`src/rtl/cev_pkg.sv`:
```
package cev_pkg;

    localparam int SEL_W  = 4;
    localparam int ADDR_W = 8;
    localparam int DATA_W = 32;

    typedef enum logic [1:0] {
        IRQ_NONE = 2'd0,
        IRQ_EACH = 2'd1,
        IRQ_SAT  = 2'd2,
        IRQ_RSVD = 2'd3
    } irq_mode_e;

    typedef struct packed {
        logic [SEL_W-1:0] sel;
        irq_mode_e        mode;
    } cnt_cfg_t;

    localparam int CFG_W = $bits(cnt_cfg_t);

    localparam logic [ADDR_W-1:0] A_CTRL    = 8'h00;
    localparam logic [ADDR_W-1:0] A_CFG0    = 8'h0C;
    localparam logic [ADDR_W-1:0] A_VAL0    = 8'h1C;
    localparam logic [ADDR_W-1:0] A_MASK    = 8'h20;
    localparam logic [ADDR_W-1:0] A_RAW     = 8'h24;
    localparam logic [ADDR_W-1:0] A_MSTAT   = 8'h28;
    localparam logic [ADDR_W-1:0] A_CLR     = 8'h2C;

    // per-counter slots descend by one word as the index rises
    function automatic logic [ADDR_W-1:0] cfg_addr(input int idx);
        return A_CFG0 - ADDR_W'(4 * idx);
    endfunction

    function automatic logic [ADDR_W-1:0] val_addr(input int idx);
        return A_VAL0 - ADDR_W'(4 * idx);
    endfunction

endpackage

```
`src/rtl/cev_counter.sv`:
```
module cev_counter
    import cev_pkg::*;
#(
    parameter int CNT_W  = 32,
    parameter int NUM_EV = 15
) (
    input  logic             clk,
    input  logic             rst,
    input  cnt_cfg_t         cfg,
    input  logic [NUM_EV-1:0] ev_in,
    input  logic             count_on,
    input  logic             clr_pulse,
    input  logic             wr_val,
    input  logic [CNT_W-1:0] wr_data,
    output logic [CNT_W-1:0] cnt,
    output logic             val_ok,
    output logic             hit
);

    localparam int EXT_W = 2 ** SEL_W;

    logic [EXT_W-1:0] ev_ext;
    logic             sel_ev;
    logic             at_max;
    logic             near_max;
    logic             bump;

    // code 0 maps to a constant low slot
    assign ev_ext   = EXT_W'({ev_in, 1'b0});
    assign sel_ev   = ev_ext[cfg.sel];
    assign at_max   = &cnt;
    assign near_max = (cnt == {{(CNT_W-1){1'b1}}, 1'b0});
    assign val_ok   = wr_val && (cfg.sel == '0);
    assign bump     = count_on && sel_ev && !at_max && !clr_pulse && !val_ok;

    always_ff @(posedge clk) begin
        if (rst)            cnt <= '0;
        else if (clr_pulse) cnt <= '0;
        else if (val_ok)    cnt <= wr_data;
        else if (bump)      cnt <= cnt + CNT_W'(1);
    end

    always_comb begin
        unique case (cfg.mode)
            IRQ_EACH: hit = bump;
            IRQ_SAT:  hit = bump && near_max;
            default:  hit = 1'b0;
        endcase
    end

endmodule

```
`src/rtl/cev_irq_ctrl.sv`:
```
module cev_irq_ctrl #(
    parameter int NUM_CNT = 2
) (
    input  logic               clk,
    input  logic               rst,
    input  logic [NUM_CNT-1:0] hit,
    input  logic               clr,
    input  logic               mask_wr,
    input  logic               mask_d,
    output logic               raw,
    output logic               mask,
    output logic               irq
);

    always_ff @(posedge clk) begin
        if (rst) begin
            raw  <= 1'b0;
            mask <= 1'b0;
        end else begin
            raw <= (|hit) | (raw & ~clr);
            if (mask_wr) mask <= mask_d;
        end
    end

    assign irq = raw & mask;

endmodule

```
`src/rtl/cev_counter_unit.sv`:
```
module cev_counter_unit
    import cev_pkg::*;
#(
    parameter int NUM_CNT = 2,
    parameter int CNT_W   = 32,
    parameter int NUM_EV  = 15
) (
    input  logic              clk,
    input  logic              rst,
    input  logic              mon_en,
    input  logic [NUM_EV-1:0] ev_in,
    input  logic [ADDR_W-1:0] bus_addr,
    input  logic              bus_we,
    input  logic [DATA_W-1:0] bus_wdata,
    output logic [DATA_W-1:0] bus_rdata,
    output logic              irq_out
);

    logic                          en_q;
    cnt_cfg_t [NUM_CNT-1:0]        cfg_q;
    logic [NUM_CNT-1:0][CNT_W-1:0] cnt_val;
    logic [NUM_CNT-1:0]            rst_pulse;
    logic [NUM_CNT-1:0]            val_wr;
    logic [NUM_CNT-1:0]            val_ok;
    logic [NUM_CNT-1:0]            hit;
    logic                          count_on;
    logic                          we_ctrl;
    logic                          clr_wr;
    logic                          raw_q;
    logic                          mask_q;

    assign we_ctrl  = bus_we && (bus_addr == A_CTRL);
    assign clr_wr   = bus_we && (bus_addr == A_CLR) && bus_wdata[0];
    assign count_on = en_q && mon_en;

    always_ff @(posedge clk) begin
        if (rst)          en_q <= 1'b0;
        else if (we_ctrl) en_q <= bus_wdata[0];
    end

    for (genvar i = 0; i < NUM_CNT; i++) begin : g_cnt
        assign rst_pulse[i] = we_ctrl && bus_wdata[i+1];
        assign val_wr[i]    = bus_we && (bus_addr == val_addr(i));

        always_ff @(posedge clk) begin
            if (rst)
                cfg_q[i] <= '0;
            else if (bus_we && (bus_addr == cfg_addr(i)))
                cfg_q[i] <= cnt_cfg_t'(bus_wdata[CFG_W-1:0]);
        end

        cev_counter #(.CNT_W(CNT_W), .NUM_EV(NUM_EV)) u_cnt (
            .clk       (clk),
            .rst       (rst),
            .cfg       (cfg_q[i]),
            .ev_in     (ev_in),
            .count_on  (count_on),
            .clr_pulse (rst_pulse[i]),
            .wr_val    (val_wr[i]),
            .wr_data   (bus_wdata[CNT_W-1:0]),
            .cnt       (cnt_val[i]),
            .val_ok    (val_ok[i]),
            .hit       (hit[i])
        );
    end

    cev_irq_ctrl #(.NUM_CNT(NUM_CNT)) u_irq (
        .clk     (clk),
        .rst     (rst),
        .hit     (hit),
        .clr     (clr_wr),
        .mask_wr (bus_we && (bus_addr == A_MASK)),
        .mask_d  (bus_wdata[0]),
        .raw     (raw_q),
        .mask    (mask_q),
        .irq     (irq_out)
    );

    always_comb begin
        bus_rdata = '0;
        unique case (bus_addr)
            A_CTRL:  bus_rdata = DATA_W'(en_q);
            A_MASK:  bus_rdata = DATA_W'(mask_q);
            A_RAW:   bus_rdata = DATA_W'(raw_q);
            A_MSTAT: bus_rdata = DATA_W'(irq_out);
            default: bus_rdata = '0;
        endcase
        for (int i = 0; i < NUM_CNT; i++) begin
            if (bus_addr == cfg_addr(i)) bus_rdata = DATA_W'(cfg_q[i]);
            if (bus_addr == val_addr(i)) bus_rdata = DATA_W'(cnt_val[i]);
        end
    end

endmodule

```
`config.mk`:
```
export PLATFORM = sky130hd
export DESIGN_NAME = cev_counter_unit
export DESIGN_NICKNAME = d
export VERILOG_FILES = /design/src/rtl/cev_pkg.sv /design/src/rtl/cev_counter.sv /design/src/rtl/cev_irq_ctrl.sv /design/src/rtl/cev_counter_unit.sv
export SDC_FILE = /design/constraint.sdc
export NUM_CORES = 1
export LEC_CHECK = 0
export BUFFER_PORTS_ARGS = -buffer_cell sky130_fd_sc_hd__buf_4
export CORE_ASPECT_RATIO = 0.8
export CORE_MARGIN = 1
export CORE_UTILIZATION = 25
export CTS_CLUSTER_SIZE = 28
export DETAILED_ROUTE_END_ITERATION = 7
export PLACE_DENSITY = 0.41
export SKIP_LAST_GASP = 1
export SYNTH_ARGS = -nofsm -noshare
export SYNTH_HDL_FRONTEND = slang
export SYNTH_SLANG_ARGS = --single-unit
export TNS_END_PERCENT = 5
```
`constraint.sdc`:
```
create_clock -name clk -period 7.1 [get_ports clk]
set_clock_uncertainty 0.2 [all_clocks]
set_input_delay 0.71 -clock clk [delete_from_list [all_inputs] [get_ports clk]]
set_output_delay 0.71 -clock clk [all_outputs]
set_load 0.02 [all_outputs]
```
==> run metrics, run 1 <==
status=finished clean; crit path DAT=3.19 ns; DR iter-0 viols=~700; leading post-synthesis cells by cell area=dfxtp_1 28%, nand2_1 7.0%, mux2i_1 5.3%; Seq/Total Area, Yosys=approximately 28%; htree depth=3; TritonCTS clock tree=yes; Post-synth EDFFs=0; area leader, netlist=dfxtp_1; Peak VDD IR=0.112 mV; initial antenna violation count=0; post-route ant nets=0; Hold-fix buffers, CTS=0; Synth cell types=62; Mapped Area=5710 um^2; clock sink count=79; fmax=244 MHz; Root Driver=clkbuf_16; WL final=between 20 and 25 mm; share of layout cells above drive strength 1=16.4%; # DRC=0; CP max stage delay=around 0.9 ns; n_diodes=0; core box area=22400 um^2; Die ar.=between 20000 and 25000 um^2; power density over cell area=141 nW/um^2; HPWL Detailed=~18 mm; Min Clock Period, post-route=between 4 and 5 ns; largest net degree at the start of global routing=38; Synth Flop Type=dfxtp_1; vias in the first global route=~5600; row count=49; most common cell in the netlist=nand2_1; CP max stage cell=and3_1; yosys synthesis warning count=0; Static Leakage=2.30 nW; CP cell instances=buf_4 -> nor4bb_1 -> and3_1 -> a222oi_1 -> a21oi_1 -> buf_4; maximum net fanout on the critical path=27; TritonCTS buffer count=9; net count after synthesis=between 800 and 900; worst skew pair latency=between 0.3 and 0.4 ns; Gate Count Post-Synth=around 760; width of the die=approximately 170 um; Crit Path Category=in2out; max_slew headroom=between 20% and 30%; Starting Density=25.5%; unrepaired setup endpoints after global routing=false; Slew @ Worst Pin=1.07 ns; mean post-synth cell area=7.49 um^2; most used cell, CP=buf_4; Reg clk slew, reported paths=roughly 0.070 ns; post-synth top area share=between 20% and 30%; TritonRoute pass-1 iters=5; Clock Path Buffers=2; final net count=~900; first-pass GRT wire length=between 30 and 40 mm; routability-driven placement congestion ratio=0.852; vias after detailed routing=6253; share of async-settable or async-resettable flops after synthesis=0%; GRT overflow=0; fin util=a little under a third; Synth Register Bits=roughly 80; top cells by count, synth=107 x nand2_1, 79 x dfxtp_1, 47 x nor2_1, 45 x clkbuf_1, 41 x o21ai_0; CP endpoint kind=primary output; Max-cap violations=0; worst min-delay path class=reg2reg; post-cts sizing count=0; # port buffers=approximately 90; setup bufs post-CTS=0; Final Slew Violations=0; crit path launch type=input pin; final hold vios=0; Total Power=about 0.97 mW; GRT Util Overall=around a fifth; via/cell ratio=roughly 5.5; CP required=6.19 ns; Ports=slightly above 90; routed len/inst=approximately 21 um; fillers=between 2000 and 3000; Setup-failing EPs final=0; Die Y=roughly 140 um; final period utilization=57.7%; setup TNS=0 ns; P&R area growth vs syn=21.0%
through the flow:
step | cells | area (um^2) | setup slack (ns) | hold WS, ns
global placement | 1112 | 6640 | 3.14 | 0.297
detailed placement | 1112 | 6640 | 3.05 | 0.294
finish | 1128 | 6920 | 3.00 | 0.306
global route | 1128 | 6920 | 2.78 | 0.335
CTS | 1128 | 6920 | 3.04 | 0.304
floorplan | 763 | 5710 | 3.88 | 0.266
area by class of cell:
type / count / area, um^2 / share of cell area [%]
clock buffer: 11 / 243 / 3.51
inverter: 21 / 78.8 / 1.14
multi-input combinational: 606 / 3850 / 55.6
sequential: 79 / 1580 / 22.9
tap: 306 / 383 / 5.54
clock inverter: 5 / 33.8 / 0.488
timing repair buffer: 100 / 751 / 10.9
cells in the final DEF (no fill, tap or decap), types with 3 or more instances in the layout:
cell / instances
a31oi_1: 22
o211ai_1: 13
and4_1: 5
nand3_1: 34
or3_1: 7
and2_1: 19
a21oi_1: 32
o31a_1: 6
o21ai_0: 41
o311ai_0: 9
nand2b_1: 3
nor2b_1: 3
o31ai_1: 3
dfxtp_1: 79
nor2_1: 45
and3_1: 16
nor3_1: 26
clkbuf_16: 9
a2bb2oi_1: 4
mux2_2: 6
a21o_1: 4
a22o_1: 20
mux2i_1: 30
or4_1: 8
a222oi_1: 6
ha_1: 8
a221o_1: 3
o22ai_1: 18
nand4_1: 27
a22oi_1: 20
nor4_1: 14
a32oi_1: 6
or2_2: 4
inv_1: 20
a211o_1: 3
nand2_1: 107
buf_4: 100
mux4_2: 5
state kept, by name (all words and copies together) (netlist names):
signal	count
en_q	1
cfg_q	12
u_irq.raw	1
u_irq.mask	1
g_cnt.u_cnt.cnt	64
report_power, final:
group	total (mW)	switching, mW	internal, mW	leakage, nW
Combinational	0.0718	0.0415	0.0303	1.54
Clock	0.454	0.208	0.246	0.132
Sequential	0.446	0.00210	0.444	0.636
Total	0.972	0.251	0.721	2.30
cell families (layout without fill, tap and decap cells):
logic type | count (synthesis) | in the layout | share of synthesized area [%]
xor+xnor | 2 | 2 | 0.307
mux | 42 | 42 | 8.87
flops | 79 | 79 | 27.7
simple gates | 330 | 330 | 28.9
buf+inv | 78 | 137 | 5.45
fa+ha+maj | 8 | 8 | 1.75
compound gates | 224 | 224 | 27.1
per-layer routing:
layer | track usage, % | wire, um | up-vias
met1 | 32.1 | 12300 | 3044
met3 | 3.85 | 1370 | 16
met4 | 4.66 | 306 | 0
met5 | 0 | 0 | -
li1 | - | - | 3036
met2 | 28.8 | 10100 | 157
critical path, delay by kind of cell:
family / cells / cell delay [ns]
buffers and inverters: 2 / 0.29
AND/OR/NAND/NOR: 2 / 1.64
AO/OA/AOI/OAI: 2 / 0.53
worst paths after layout:
path                            slack, ns                                   to  cells past startpoint                          startpoint
worst max-delay path                 3.00                         bus_rdata[1]                      6                         bus_addr[1]
worst min-delay path                 0.31   g_cnt[1].u_cnt.cnt[9]$_SDFFE_PP0P_                      2  g_cnt[1].u_cnt.cnt[9]$_SDFFE_PP0P_
worst max register to register       3.61  g_cnt[1].u_cnt.cnt[23]$_SDFFE_PP0P_                      6               cfg_q[9]$_SDFFE_PP0P_
worst min register to register       0.31   g_cnt[1].u_cnt.cnt[9]$_SDFFE_PP0P_                      2  g_cnt[1].u_cnt.cnt[9]$_SDFFE_PP0P_
Note: power is estimated with default switching activity, not from simulation.
==> inputs of run 2 (changes only) <==
--- a/config.mk
+++ b/config.mk
@@ -11,7 +11,7 @@
 export CORE_UTILIZATION = 25
 export CTS_CLUSTER_SIZE = 28
 export DETAILED_ROUTE_END_ITERATION = 7
-export PLACE_DENSITY = 0.41
+export PLACE_DENSITY = 0.42
 export SKIP_LAST_GASP = 1
 export SYNTH_ARGS = -nofsm -noshare
 export SYNTH_HDL_FRONTEND = slang
==> constraint.sdc (replaced) <==
create_clock -name clk -period 3.64 [get_ports clk]
set_clock_uncertainty 0.2 [all_clocks]
set_input_delay 0.364 -clock clk [delete_from_list [all_inputs] [get_ports clk]]
set_output_delay 0.364 -clock clk [all_outputs]
set_load 0.02 [all_outputs]
==> run 2 against run 1 <==
- cell count up 2.9%
- via count is 2.0% higher
- utilization increased by 1.3 points
- sequential share of layout area shrank 0.90 points
- design area is 4.1% higher
- clock power is 110% higher
- global-route usage is 0.70 points higher
- combinational power increased by 98%
- largest power group unchanged
- highest routed layer unchanged
==> run metrics, run 2 (synthesized netlist as in run 1, its figures left out) <==
vias in the first global route=5906 (+5.1%); Peak VDD IR=0.193 mV (+72%); Max-cap violations=0 (unchanged); Regs by FF count=g_cnt.u_cnt.cnt x64, cfg_q x12; Crit Path Category=reg2reg; CP max stage delay=0.69 ns (-0.22 ns); crit path DAT=3.34 ns (+0.15 ns); WL final=24.5 mm (+1.5%); Worst R2R Path Depth=6 (unchanged); Clock Path Buffers=2 (unchanged); unrepaired setup endpoints after global routing=false; max reg flops=64 (unchanged); TritonRoute pass-1 iters=5 (unchanged); most common cell after layout, fill and taps aside=buf_4; GRT Util Overall=21.4% (+0.70 points); routed len/inst=21.1 um (-1.4%); setup TNS=0 ns (unchanged); post-cts sizing count=0 (unchanged); TritonCTS clock tree=yes; worst skew pair latency=0.36 ns (about the same); n_diodes=0 (unchanged); Hold Crit Depth=2 (unchanged); final period utilization=between 80% and 90%; Ports=92 (unchanged); P&R area growth vs syn=26.0%; fmax=approximately 310 MHz; CP required=3.72 ns (-2.47 ns); # DRC=0 (unchanged); Die Y=137 um (unchanged); crit path launch type=register; post-route ant nets=0 (unchanged); width of the die=171 um (unchanged); Reg clk slew, reported paths=0.07 ns (about the same); setup bufs post-CTS=0 (unchanged); Static Leakage=2.48 nW (+7.7%); final hold vios=0 (unchanged); CP endpoint kind=register; worst min-delay path class=in2reg; TritonCTS buffer count=9 (unchanged); htree depth=3 (unchanged); Setup-failing EPs final=0 (unchanged); Slew @ Worst Pin=0.757 ns (-0.315 ns); clock sink count=79 (unchanged); fin cells=1161 (+2.9%); Starting Density=25.5% (unchanged); Reg with most FFs=g_cnt.u_cnt.cnt; maximum net fanout on the critical path=20 (-26%); Final Slew Violations=0 (unchanged); via/cell ratio=5.49 (-0.92%); Die ar.=23500 um^2 (unchanged); largest net degree at the start of global routing=44 (+16%); DR iter-0 viols=711 (+2.0%); initial antenna violation count=0 (unchanged); CP Depth=6 (unchanged); # port buffers=91 (unchanged); row count=49 (unchanged); Buf/Inv on CP=0 (-2); Min Clock Period, post-route=3.27 ns; HPWL Detailed=18.8 mm (+3.1%); CP cell instances=mux2i_1 -> mux4_2 -> a221o_1 -> or3_1 -> or4_1 -> a31oi_1; status=finished clean; routability-driven placement congestion ratio=0.845 (-0.81%); CP max stage cell=or3_1; Placed Cells=1145 (+3.0%); core box area=22400 um^2 (unchanged); share of layout cells above drive strength 1=19.6% (+3.2 points); delay-heaviest family, CP=simple AND/OR/NAND/NOR gates; final net count=917 (+3.7%); power density over cell area=274 nW/um^2 (+95%); first-pass GRT wire length=37.3 mm (+3.4%); vias after detailed routing=6377 (+2.0%); Root Driver=clkbuf_16; Hold-fix buffers, CTS=0 (unchanged); GRT overflow=0 (unchanged); Total Power=1.97 mW (+100%); most frequent cells in the layout=132 x buf_4, 107 x nand2_1, 79 x dfxtp_1; max_slew headroom=49.5% (+22 points)
==> run 2: worst register-to-register path, stage by stage, from the launching register on <==
cell and delay, ns:
dfxtp_1 0.57, mux2i_1 0.13, mux4_2 0.48, a221o_1 0.36, or3_1 0.69, or4_1 0.60
a31oi_1 0.17
==> run 2: power breakdown <==
part / leakage (nW) / internal (mW) / switching, mW / total, mW
Combinational: 1.71 / 0.0615 / 0.0807 / 0.142
Sequential: 0.636 / 0.866 / 0.00417 / 0.870
Clock: 0.138 / 0.550 / 0.407 / 0.957
==> run 2: per-stage QoR <==
step	cell area, um^2	setup slack [ns]	hold WS [ns]	util [%]
global placement	6900	0.394	0.310	30.8
finish	7200	0.373	0.0702	32.1
detailed placement	6900	0.425	0.302	30.8
CTS	7200	0.398	0.0596	32.1
global route	7200	0.257	0.0742	32.1
floorplan	5710	0.964	0.266	-
==> run 2: area by class of cell <==
cell class,instances,area (um^2)
inverters,21,78.8
clock buffers,11,243
well taps,306,383
flip-flops and latches,79,1580
repair buffers,133,1010
multi-input cells,606,3850
clock inverters,5,57.6
fillers,2444,15200
==> run 2: path summary, 6_finish.rpt <==
kind                                      start                             endpoint  slack [ns]
min                               bus_wdata[17]  g_cnt[0].u_cnt.cnt[17]$_SDFFE_PP0P_        0.07
min reg2reg  g_cnt[1].u_cnt.cnt[7]$_SDFFE_PP0P_   g_cnt[1].u_cnt.cnt[7]$_SDFFE_PP0P_        0.32
max                       cfg_q[9]$_SDFFE_PP0P_  g_cnt[1].u_cnt.cnt[23]$_SDFFE_PP0P_        0.37
max reg2reg               cfg_q[9]$_SDFFE_PP0P_  g_cnt[1].u_cnt.cnt[23]$_SDFFE_PP0P_        0.37
==> run 2: layer usage <==
layer / GRT usage [%] / up-vias / part of all wire [%]
li1: - / 3104 / -
met1: 33.2 / 3087 / 51
met2: 30.5 / 165 / 43
met3: 2.99 / 21 / 4.6
met4: 5.21 / 0 / 1.3
met5: 0 / - / 0
==> inputs of run 3 (changes only) <==
==> constraint.sdc (replaced) <==
create_clock -name clk -period 3.64 [get_ports clk]
set_clock_uncertainty 0.2 [all_clocks]
set_input_delay 0.546 -clock clk [delete_from_list [all_inputs] [get_ports clk]]
set_output_delay 0.546 -clock clk [all_outputs]
set_load 0.02 [all_outputs]
==> run 3 against run 2 <==
- register-to-register slack better by 0.05 ns
- combinational power about the same
- design area up 0.12%
- critical path type unchanged
- critical endpoint unchanged
- highest routed layer unchanged
==> run metrics, run 3 (synthesized netlist as in run 1, its figures left out) <==
clock sink count=79 (unchanged); setup bufs post-CTS=0 (unchanged); final net count=915 (-0.22%); Reg with most FFs=g_cnt.u_cnt.cnt; Worst Hold End=g_cnt[0].u_cnt.cnt[17]$_SDFFE_PP0P_; vias after detailed routing=6431 (+0.85%); Hold Crit Depth=2 (unchanged); fmax=311 MHz (+1.6%); HPWL Detailed=18.8 mm (-0.12%); core box area=22400 um^2 (unchanged); htree depth=3 (unchanged); Min-Delay Startpoint=bus_wdata[17]; GRT overflow=0 (unchanged); max_slew headroom=56.0% (+6.4 points); post-route ant nets=0 (unchanged); max reg flops=64 (unchanged); unrepaired setup endpoints after global routing=false; Crit Path Category=reg2reg; initial antenna violation count=0 (unchanged); final period utilization=88.3% (-1.4 points); P&R area growth vs syn=26.2%; Regs by FF count=g_cnt.u_cnt.cnt x64, cfg_q x12; Slew @ Worst Pin=0.660 ns (-0.0967 ns); setup TNS=0 ns (unchanged); Final Slew Violations=0 (unchanged); Reg clk slew, reported paths=0.06 ns (about the same); first-pass GRT wire length=37.1 mm (-0.52%); Starting Density=25.5% (unchanged); width of the die=171 um (unchanged); Setup-failing EPs final=0 (unchanged); final hold vios=0 (unchanged); Hold-fix buffers, CTS=0 (unchanged); Ports=92 (unchanged); Die Y=137 um (unchanged); fillers=2473 (+1.2%); Max-cap violations=0 (unchanged); TritonRoute pass-1 iters=5 (unchanged); Min Clock Period, post-route=3.22 ns (-0.0514 ns); row count=49 (unchanged); DR iter-0 viols=739 (+3.9%); vias in the first global route=5700 (-3.5%); most frequent cells in the layout=130 x buf_4, 107 x nand2_1, 79 x dfxtp_1; fin util=32.1% (+0.039 points); status=finished clean; WL final=24.7 mm (+0.55%); routed len/inst=21.3 um (+0.72%); crit path DAT=3.30 ns (-0.04 ns); TritonCTS buffer count=9 (unchanged); CP max stage delay=0.66 ns (-0.03 ns); Die ar.=23500 um^2 (unchanged); Peak VDD IR=0.172 mV (-11%); most common cell after layout, fill and taps aside=buf_4; worst skew pair latency=0.36 ns (about the same); GRT Util Overall=21.3% (-0.11 points); CP max stage cell=or3_1; capture point of the worst reg-to-reg path=g_cnt[1].u_cnt.cnt[23]$_SDFFE_PP0P_; CP cell instances=mux2i_1 -> mux4_2 -> a221o_1 -> or3_1 -> or4_1 -> a31oi_1; power density over cell area=284 nW/um^2 (+3.8%); crit path launch type=register; Static Leakage=2.49 nW (+0.39%); largest net degree at the start of global routing=38 (-14%); CP endpoint kind=register; post-cts sizing count=0 (unchanged); via/cell ratio=5.55 (+1.0%); Worst R2R Path Depth=6 (unchanged); # DRC=0 (unchanged); # port buffers=91 (unchanged); Root Driver=clkbuf_16; routability-driven placement congestion ratio=0.818 (-3.3%); worst min-delay path class=in2reg; n_diodes=0 (unchanged); r2r setup slk=0.42 ns (+0.05 ns); Reg2Reg Launch Point=cfg_q[9]$_SDFFE_PP0P_; TritonCTS clock tree=yes; Clock Path Buffers=2 (unchanged); maximum net fanout on the critical path=19 (-5.0%); share of layout cells above drive strength 1=19.5% (-0.19 points); CP required=3.72 ns (about the same)
-- run 3: cell type report --
class / instances / area (um^2) / area share [%]
Multi-Input combinational cell: 606 / 3850 / 53.3
Sequential cell: 79 / 1580 / 21.9
Timing Repair Buffer: 131 / 996 / 13.8
Tap cell: 306 / 383 / 5.31
Clock buffer: 11 / 243 / 3.37
Clock inverter: 5 / 81.3 / 1.13
Inverter: 21 / 78.8 / 1.09
-- run 3: power by group --
| group | switching [mW] | total [mW] | internal [mW] | leakage [nW] |
|---|---|---|---|---|
| Combinational | 0.0808 | 0.143 | 0.0618 | 1.70 |
| Sequential | 0.00389 | 0.870 | 0.866 | 0.636 |
| Clock | 0.413 | 1.03 | 0.621 | 0.156 |
-- run 3: how the worst max path moves through the flow --
stage	from	endpoint	slack (ns)	cells after the start
final	cfg_q[9]$_SDFFE_PP0P_	g_cnt[1].u_cnt.cnt[23]$_SDFFE_PP0P_	0.42	6
after global routing	cfg_q[9]$_SDFFE_PP0P_	g_cnt[1].u_cnt.cnt[23]$_SDFFE_PP0P_	0.25	6
after CTS	cfg_q[9]$_SDFFE_PP0P_	g_cnt[1].u_cnt.cnt[12]$_SDFFE_PP0P_	0.43	7
after detailed placement	bus_addr[1]	g_cnt[1].u_cnt.cnt[2]$_SDFFE_PP0P_	0.38	9
after global placement	bus_addr[1]	g_cnt[1].u_cnt.cnt[2]$_SDFFE_PP0P_	0.40	9
after floorplan	bus_addr[1]	bus_rdata[26]	0.75	6
-- run 3: worst max-delay path: cells and delay by family (launching register included) --
kind / cells / cell delay, ns
flip-flops: 1 / 0.58
AND/OR/NAND/NOR: 2 / 1.22
AO/OA/AOI/OAI: 2 / 0.53
multiplexers: 2 / 0.62
-- run 3: per-stage QoR --
| step | instances | total power [mW] | cell area [um^2] | setup slack, ns | hold WS, ns |
|---|---|---|---|---|---|
| finish | 1159 | 2.05 | 7210 | 0.424 | 0.246 |
| floorplan | 763 | 0.930 | 5710 | 0.752 | 0.266 |
| global placement | 1143 | 1.03 | 6890 | 0.398 | 0.296 |
| CTS | 1159 | 2.06 | 7210 | 0.428 | 0.243 |
| detailed placement | 1143 | 1.03 | 6890 | 0.381 | 0.290 |
| global route | 1159 | 2.10 | 7210 | 0.251 | 0.252 |
-- run 3: metal layers --
metal | track usage, % | part of all wire, % | vias up
met5 | 0 | 0 | -
met4 | 4.61 | 1.1 | 0
met3 | 3.50 | 6.6 | 23
met2 | 29.5 | 41 | 219
met1 | 33.5 | 51 | 3092
li1 | - | - | 3097
